**src/rtl/pix_tdc_pkg.sv**
```systemverilog
package pix_tdc_pkg;

    typedef enum logic [1:0] {
        ST_WAIT  = 2'd0,
        ST_COUNT = 2'd1,
        ST_HOLD  = 2'd2
    } tdc_state_e;

endpackage

```
**src/rtl/pix_therm_enc.sv**
```systemverilog
module pix_therm_enc #(
    parameter int STAGES = 16,
    localparam int CODE_W = $clog2(STAGES)
) (
    input  logic [STAGES-1:0] taps,
    output logic [CODE_W-1:0] code
);
    localparam int IDX_W = CODE_W + 1;

    logic [STAGES:0]   taps_ext;
    logic [STAGES-1:0] edge_hit;
    logic [IDX_W-1:0]  first_idx;

    assign taps_ext = {1'b0, taps};

    // An edge is a pair of adjacent zeros; a lone zero is a bubble
    for (genvar g = 0; g < STAGES; g++) begin : g_pair
        assign edge_hit[g] = ~taps_ext[g] & ~taps_ext[g+1];
    end

    always_comb begin
        first_idx = IDX_W'(STAGES);
        for (int i = STAGES - 1; i >= 0; i--) begin
            if (edge_hit[i]) first_idx = IDX_W'(i);
        end
    end

    assign code = (first_idx >= IDX_W'(STAGES - 1)) ? CODE_W'(STAGES - 1)
                                                    : first_idx[CODE_W-1:0];

    always_comb begin
        if (taps == '0) begin
            assert (code == '0) else $error("AST_ENC_EMPTY");
        end
    end

endmodule

```
**src/rtl/pix_coarse_cnt.sv**
```systemverilog
module pix_coarse_cnt #(
    parameter int CNT_W = 10
) (
    input  logic             clk,
    input  logic             rst_n,
    input  logic             clr,
    input  logic             en,
    output logic [CNT_W-1:0] cnt_q,
    output logic             ovf_q,
    output logic [CNT_W-1:0] cnt_d,
    output logic             ovf_d
);
    localparam logic [CNT_W-1:0] CNT_MAX = '1;

    typedef struct packed {
        logic [CNT_W-1:0] cnt;
        logic             ovf;
    } cnt_reg_t;

    cnt_reg_t r_d, r_q;

    always_comb begin
        r_d = r_q;
        if (clr) begin
            r_d.cnt = '0;
            r_d.ovf = 1'b0;
        end else if (en) begin
            if (r_q.cnt == CNT_MAX) r_d.ovf = 1'b1;
            else                    r_d.cnt = r_q.cnt + 1'b1;
        end
    end

    always_ff @(posedge clk or negedge rst_n) begin
        if (!rst_n) r_q <= '0;
        else        r_q <= r_d;
    end

    assign cnt_q = r_q.cnt;
    assign ovf_q = r_q.ovf;
    assign cnt_d = r_d.cnt;
    assign ovf_d = r_d.ovf;

    AST_CNT_STEP: assert property (@(posedge clk) disable iff (!rst_n)
        (en && !clr && cnt_q != CNT_MAX) |=> (cnt_q == $past(cnt_q) + 1'b1))
        else $error("AST_CNT_STEP");

    AST_CNT_SAT: assert property (@(posedge clk) disable iff (!rst_n)
        (en && !clr && cnt_q == CNT_MAX) |=> (cnt_q == CNT_MAX && ovf_q))
        else $error("AST_CNT_SAT");

    AST_CNT_CLR: assert property (@(posedge clk) disable iff (!rst_n)
        clr |=> (cnt_q == '0 && !ovf_q))
        else $error("AST_CNT_CLR");

endmodule

```
**src/rtl/pix_tdc_ctrl.sv**
```systemverilog
module pix_tdc_ctrl
    import pix_tdc_pkg::*;
#(
    parameter int FINE_W = 4,
    parameter int CRS_W  = 10
) (
    input  logic              clk,
    input  logic              rst_n,
    input  logic              start_ev,
    input  logic              stop,
    input  logic              rd_ack,
    input  logic [FINE_W-1:0] fine_code,
    input  logic [CRS_W-1:0]  crs_next,
    input  logic              ovf_next,
    output logic              cnt_clr,
    output logic              cnt_en,
    output logic              res_done,
    output logic              res_valid,
    output logic              res_ovf,
    output logic [FINE_W-1:0] res_fine,
    output logic [CRS_W-1:0]  res_coarse
);
    typedef struct packed {
        tdc_state_e        state;
        logic [FINE_W-1:0] fine;
        logic [FINE_W-1:0] out_fine;
        logic [CRS_W-1:0]  out_crs;
        logic              out_ovf;
        logic              out_valid;
        logic              out_done;
    } ctrl_reg_t;

    ctrl_reg_t s_d, s_q;

    always_comb begin
        s_d     = s_q;
        cnt_clr = 1'b0;
        cnt_en  = 1'b0;
        unique case (s_q.state)
            ST_WAIT: begin
                if (stop) begin
                    s_d.state     = ST_HOLD;
                    s_d.out_done  = 1'b1;
                    s_d.out_valid = 1'b0;
                    s_d.out_fine  = '0;
                    s_d.out_crs   = '0;
                    s_d.out_ovf   = 1'b0;
                end else if (start_ev) begin
                    s_d.state = ST_COUNT;
                    s_d.fine  = fine_code;
                    cnt_clr   = 1'b1;
                end
            end
            ST_COUNT: begin
                cnt_en = 1'b1;
                if (stop) begin
                    s_d.state     = ST_HOLD;
                    s_d.out_done  = 1'b1;
                    s_d.out_valid = 1'b1;
                    s_d.out_fine  = s_q.fine;
                    s_d.out_crs   = crs_next;
                    s_d.out_ovf   = ovf_next;
                end
            end
            ST_HOLD: begin
                if (rd_ack) begin
                    s_d.state     = ST_WAIT;
                    s_d.out_done  = 1'b0;
                    s_d.out_valid = 1'b0;
                    s_d.out_fine  = '0;
                    s_d.out_crs   = '0;
                    s_d.out_ovf   = 1'b0;
                end
            end
            default: s_d.state = ST_WAIT;
        endcase
    end

    always_ff @(posedge clk or negedge rst_n) begin
        if (!rst_n) begin
            s_q       <= '0;
            s_q.state <= ST_WAIT;
        end else begin
            s_q <= s_d;
        end
    end

    assign res_done   = s_q.out_done;
    assign res_valid  = s_q.out_valid;
    assign res_ovf    = s_q.out_ovf;
    assign res_fine   = s_q.out_fine;
    assign res_coarse = s_q.out_crs;

    AST_IDLE_QUIET: assert property (@(posedge clk) disable iff (!rst_n)
        (s_q.state == ST_WAIT && !start_ev && !stop) |=> (s_q.state == ST_WAIT && !res_done))
        else $error("AST_IDLE_QUIET");

    AST_FIRST_START: assert property (@(posedge clk) disable iff (!rst_n)
        (s_q.state == ST_COUNT && !stop) |=> (s_q.state == ST_COUNT && $stable(s_q.fine)))
        else $error("AST_FIRST_START");

    AST_HOLD_STABLE: assert property (@(posedge clk) disable iff (!rst_n)
        (res_done && !rd_ack) |=> (res_done && $stable(res_coarse) && $stable(res_fine)
                                   && $stable(res_valid)))
        else $error("AST_HOLD_STABLE");

    AST_INVALID_ZERO: assert property (@(posedge clk) disable iff (!rst_n)
        (res_done && !res_valid) |-> (res_fine == '0 && res_coarse == '0 && !res_ovf))
        else $error("AST_INVALID_ZERO");

    AST_ACK_CLEARS: assert property (@(posedge clk) disable iff (!rst_n)
        (res_done && rd_ack) |=> (!res_done && !res_valid && res_coarse == '0))
        else $error("AST_ACK_CLEARS");

endmodule

```
**src/rtl/pix_tdc_core.sv**
```systemverilog
module pix_tdc_core #(
    parameter int STAGES = 16,
    parameter int CRS_W  = 10,
    localparam int FINE_W = $clog2(STAGES)
) (
    input  logic              clk,
    input  logic              rst_n,
    input  logic              det_start,
    input  logic              dummy_start,
    input  logic              dummy_sel,
    input  logic [STAGES-1:0] dline_taps,
    input  logic              stop,
    input  logic              rd_ack,
    output logic              res_done,
    output logic              res_valid,
    output logic              res_ovf,
    output logic [FINE_W-1:0] res_fine,
    output logic [CRS_W-1:0]  res_coarse
);
    logic              start_ev;
    logic [FINE_W-1:0] enc_code;
    logic              cnt_clr, cnt_en;
    logic [CRS_W-1:0]  crs_q, crs_d;
    logic              ovf_q, ovf_d;

    assign start_ev = dummy_sel ? dummy_start : det_start;

    pix_therm_enc #(.STAGES(STAGES)) i_enc (
        .taps (dline_taps),
        .code (enc_code)
    );

    pix_coarse_cnt #(.CNT_W(CRS_W)) i_cnt (
        .clk   (clk),
        .rst_n (rst_n),
        .clr   (cnt_clr),
        .en    (cnt_en),
        .cnt_q (crs_q),
        .ovf_q (ovf_q),
        .cnt_d (crs_d),
        .ovf_d (ovf_d)
    );

    pix_tdc_ctrl #(.FINE_W(FINE_W), .CRS_W(CRS_W)) i_ctrl (
        .clk        (clk),
        .rst_n      (rst_n),
        .start_ev   (start_ev),
        .stop       (stop),
        .rd_ack     (rd_ack),
        .fine_code  (enc_code),
        .crs_next   (crs_d),
        .ovf_next   (ovf_d),
        .cnt_clr    (cnt_clr),
        .cnt_en     (cnt_en),
        .res_done   (res_done),
        .res_valid  (res_valid),
        .res_ovf    (res_ovf),
        .res_fine   (res_fine),
        .res_coarse (res_coarse)
    );

    AST_OVF_MEANS_SAT: assert property (@(posedge clk) disable iff (!rst_n)
        res_ovf |-> (res_coarse == '1 && res_valid))
        else $error("AST_OVF_MEANS_SAT");

endmodule

```
**config.mk**
```make
export PLATFORM = sky130hd
export DESIGN_NAME = pix_tdc_core
export DESIGN_NICKNAME = d
export VERILOG_FILES = /design/src/rtl/pix_tdc_pkg.sv /design/src/rtl/pix_therm_enc.sv /design/src/rtl/pix_coarse_cnt.sv /design/src/rtl/pix_tdc_ctrl.sv /design/src/rtl/pix_tdc_core.sv
export SDC_FILE = /design/constraint.sdc
export NUM_CORES = 1
export LEC_CHECK = 0
export BUFFER_PORTS_ARGS = -buffer_cell sky130_fd_sc_hd__buf_4
export CAP_MARGIN = 20
export CELL_PAD_IN_SITES_DETAIL_PLACEMENT = 1
export CELL_PAD_IN_SITES_GLOBAL_PLACEMENT = 1
export CORE_MARGIN = 10
export CORE_UTILIZATION = 41
export DETAILED_ROUTE_END_ITERATION = 8
export GPL_TIMING_DRIVEN = 0
export PLACE_DENSITY = 0.81
export SLEW_MARGIN = 25
export SYNTH_ARGS = -nofsm -noshare
export SYNTH_HDL_FRONTEND = slang
export SYNTH_SLANG_ARGS = --single-unit
export TNS_END_PERCENT = 100
```
**constraint.sdc**
```tcl
create_clock -name clk -period 2.35 [get_ports clk]
set_input_delay 0.235 -clock clk [delete_from_list [all_inputs] [get_ports clk]]
set_output_delay 0.235 -clock clk [all_outputs]
set_load 0.05 [all_outputs]
```
==> results.ini <==
[status]
status = finished clean

[min_path]
hold_class = in2reg

[cts]
path_clk_slew_ns = 0.07
h-tree-depth = 2
cts_tree = done
worst_skew_pair.late_latency_ns = 0.28
cts.sinks = 34
numCtsBuffers = 5
clock_path_buffers = 2
root_buffer = clkbuf_8

[route]
finalWirelength_um = 5020
viasPerCell = 5.42
vias = 1679
drc = 0
drt_iter0_drc = 43
dr.pass1.iters = 4
ant_nets = 0
detail_route.wl_per_cell_um = 16.2

[synth]
synth_most_common_cell = dfrtp_1
synth_seq_area_share_pct = 43.9
ys.flop_type = dfrtp_1
ys_types = 49
synthMuxAreaShare_pct = 2.71
yosysTopAreaCell = dfrtp_1
synth-edff-count = 0
async_reset_ff_share_pct = 100
synth_compound_area_share_pct = 19.4
synth_cells = 210
yosys_warnings = 0
syn-cell-area_um2 = 1940
syn_avg_cell_area_um2 = 9.22
synthAdderAreaFrac_pct = 3.23
synthXorXnorAreaFrac_pct = 2.26
synth_top_area_share_pct = 43.9
syn-num-nets = 238
synthSimpleGateAreaFrac_pct = 20.6
synth_top_family_by_area = simple AND/OR/NAND/NOR gates
ys_top_cells_by_count = dfrtp_1 (34), nand2_1 (25), nor2_1 (25)
synth_seq_cells = 34
yosys-top-cells-area = dfrtp_1 (44%), buf_4 (5.4%), nand2_1 (4.8%), nor2_1 (4.8%), a21oi_1 (3.9%)

[global_route]
track_usage_pct = 13.5
grt_max_degree = 35
grt_overflow = 0
grt_first_pass_wirelength_um = 8490
grt_pass1_vias = 1784
antenna_found_initial = 0

[placed_design]
io_buffers = 39
dpl_cell_area_um2 = 2290
hpwlAfterDp_um = 3770
gp_congestion = 0.798

[layout]
fin_area_um2 = 2400
layout.nets = 285
drive_gt1_share_pct = 30.6
regArea_um2 = 851
multi_input_area_um2 = 933
n_fill_cell = 542
antenna_cells = 0
synthToLayoutAreaGrowth_pct = 23.7

[floorplanning]
initial_core_util_pct = 43.3
die_area_um2 = 7870
die_w_um = 88.7
core-area_um2 = 4470
die_h_um = 88.7
core.rowCount = 24
ios = 40

[power_and_ir_drop]
p_leak_nw = 1.13
clkPwrFrac_pct = 20.9
pwr-share-comb_pct = 42.3
ir_drop_uv = 484
seq_power_share_pct = 36.8
p_per_area_nw_per_um2 = 882
swShare_pct = 40.6
p_switching_mw = 0.859
p_int_mw = 1.25

[sta]
period_share_pct = 82.4
rsz0062_at_grt = false
setup_viol = 0
final-hold-violation-count = 0
finalClockSkew_ns = 0.00420
period_minus_slack_ns = 1.94
drv_slew = 0
tightestPinTransition_ns = 0.446
finalSetupTns_ns = 0
slew_headroom_pct = 70.3
max_freq_ghz = 0.516

[run]
drv_cap = 0

[setup_path]
cp_slowest_cell = dfrtp_1
worst_setup_path_end_kind = flop
crit_fanout = 5
cpMostUsedCell = nand3_1
crit_type = reg2reg
reg2reg_setup_slack_ns = 0.41
slowest_delay_ns = 0.43
path_cells = inv_1, ha_1, nand3_1, a311oi_2, nand3_1, xor2_1, o21ai_1
cp.required_ns = 2.51
cp-start-kind = flop
arrival_ns = 2.10

cell type report:
| cell class | count | area share, % |
|---|---|---|
| sequential | 34 | 35.5 |
| clock inverter | 1 | 0.209 |
| clock buffer | 7 | 3.60 |
| tap | 52 | 2.72 |
| buffer | 19 | 5.43 |
| inverter | 6 | 0.940 |
| multi-input combinational | 151 | 39.0 |
| timing repair buffer | 40 | 12.6 |
worst max-delay path: cells and delay by family (launching register included):
kind / cells / cell delay [ns]
simple gates: 2 / 0.33
fa+ha+maj: 1 / 0.24
compound gates: 2 / 0.51
buf+inv: 1 / 0.10
xor+xnor: 1 / 0.22
flops: 1 / 0.43
placed cells by master (no fill, tap or decap), types with 2 or more instances in the layout:
cell type / instances
a31oi_1: 4
mux2i_1: 3
o22ai_1: 3
a22o_1: 3
mux2_2: 2
ha_1: 5
xnor2_1: 2
a21oi_1: 15
nand2_1: 25
o21ai_0: 14
nor3_1: 3
o21ba_2: 2
buf_2: 5
nor2_1: 25
buf_4: 53
inv_1: 6
xor2_1: 3
o21ai_1: 4
nand2b_1: 3
nand3_1: 7
clkbuf_8: 6
dfrtp_1: 34
layer usage:
layer / global-route usage [%] / vias to the layer above / share of wire [%]
met5: 0 / - / 0
met4: 4.41 / 0 / 1.6
met3: 2.94 / 9 / 2.9
met2: 23.2 / 31 / 49
met1: 16.3 / 812 / 46
li1: - / 827 / -
metrics by stage:
step                      hold WS, ns  util, %  setup slack, ns  std cells  power [mW]
after floorplan               -0.0606        -            0.702        210        1.39
after global placement          0.210     51.3            0.469        301        1.65
after detailed placement        0.213     51.3            0.428        301        1.69
after CTS                       0.174     53.6            0.399        310        2.15
after global routing            0.191     53.6            0.231        310        2.27
final                           0.186     53.6            0.413        310        2.11
worst paths after layout:
path	startpoint	to	cells past startpoint
setup / recovery	i_ctrl.s_q[22]	i_ctrl.res_coarse[7]	7
hold / removal	stop	i_ctrl.s_q[21]	2
setup reg to reg	i_ctrl.s_q[22]	i_ctrl.res_coarse[7]	7
hold reg to reg	i_ctrl.res_valid	i_ctrl.res_valid	2
max in group asynchronous	rst_n	i_cnt.cnt_q[3]	2
min in group asynchronous	rst_n	i_ctrl.res_fine[0]	2
cells by family (layout without fill, tap and decap cells):
kind of cell    after synthesis  count (layout)
compound gates               57              57
buf+inv                      25              73
fa+ha+maj                     5               5
flops                        34              34
mux                           5               5
xor+xnor                      5               5
simple gates                 79              79
state kept, by name, indices dropped and copies added, names as in the netlist:
| register | count |
|---|---|
| i_ctrl.res_done | 1 |
| i_ctrl.res_fine | 4 |
| i_ctrl.res_coarse | 10 |
| i_ctrl.s_q | 6 |
| i_cnt.cnt_q | 10 |
| i_ctrl.res_valid | 1 |
| i_ctrl.res_ovf | 1 |
| i_cnt.ovf_q | 1 |
power groups by stage:
stage	combinational (mW)	clock, mW	sequential (mW)
final	0.895	0.441	0.778
after floorplan	0.580	0	0.811
after detailed placement	0.901	0	0.790
after global placement	0.864	0	0.783
after CTS	0.910	0.455	0.781
after global routing	0.988	0.486	0.797
timing repair:
action,in CTS,in global routing
hold buffers,1,0
hold endpoints to repair,34,0
setup buffers,0,0
resized for setup,0,0
Power figures use the tool's default switching activity.
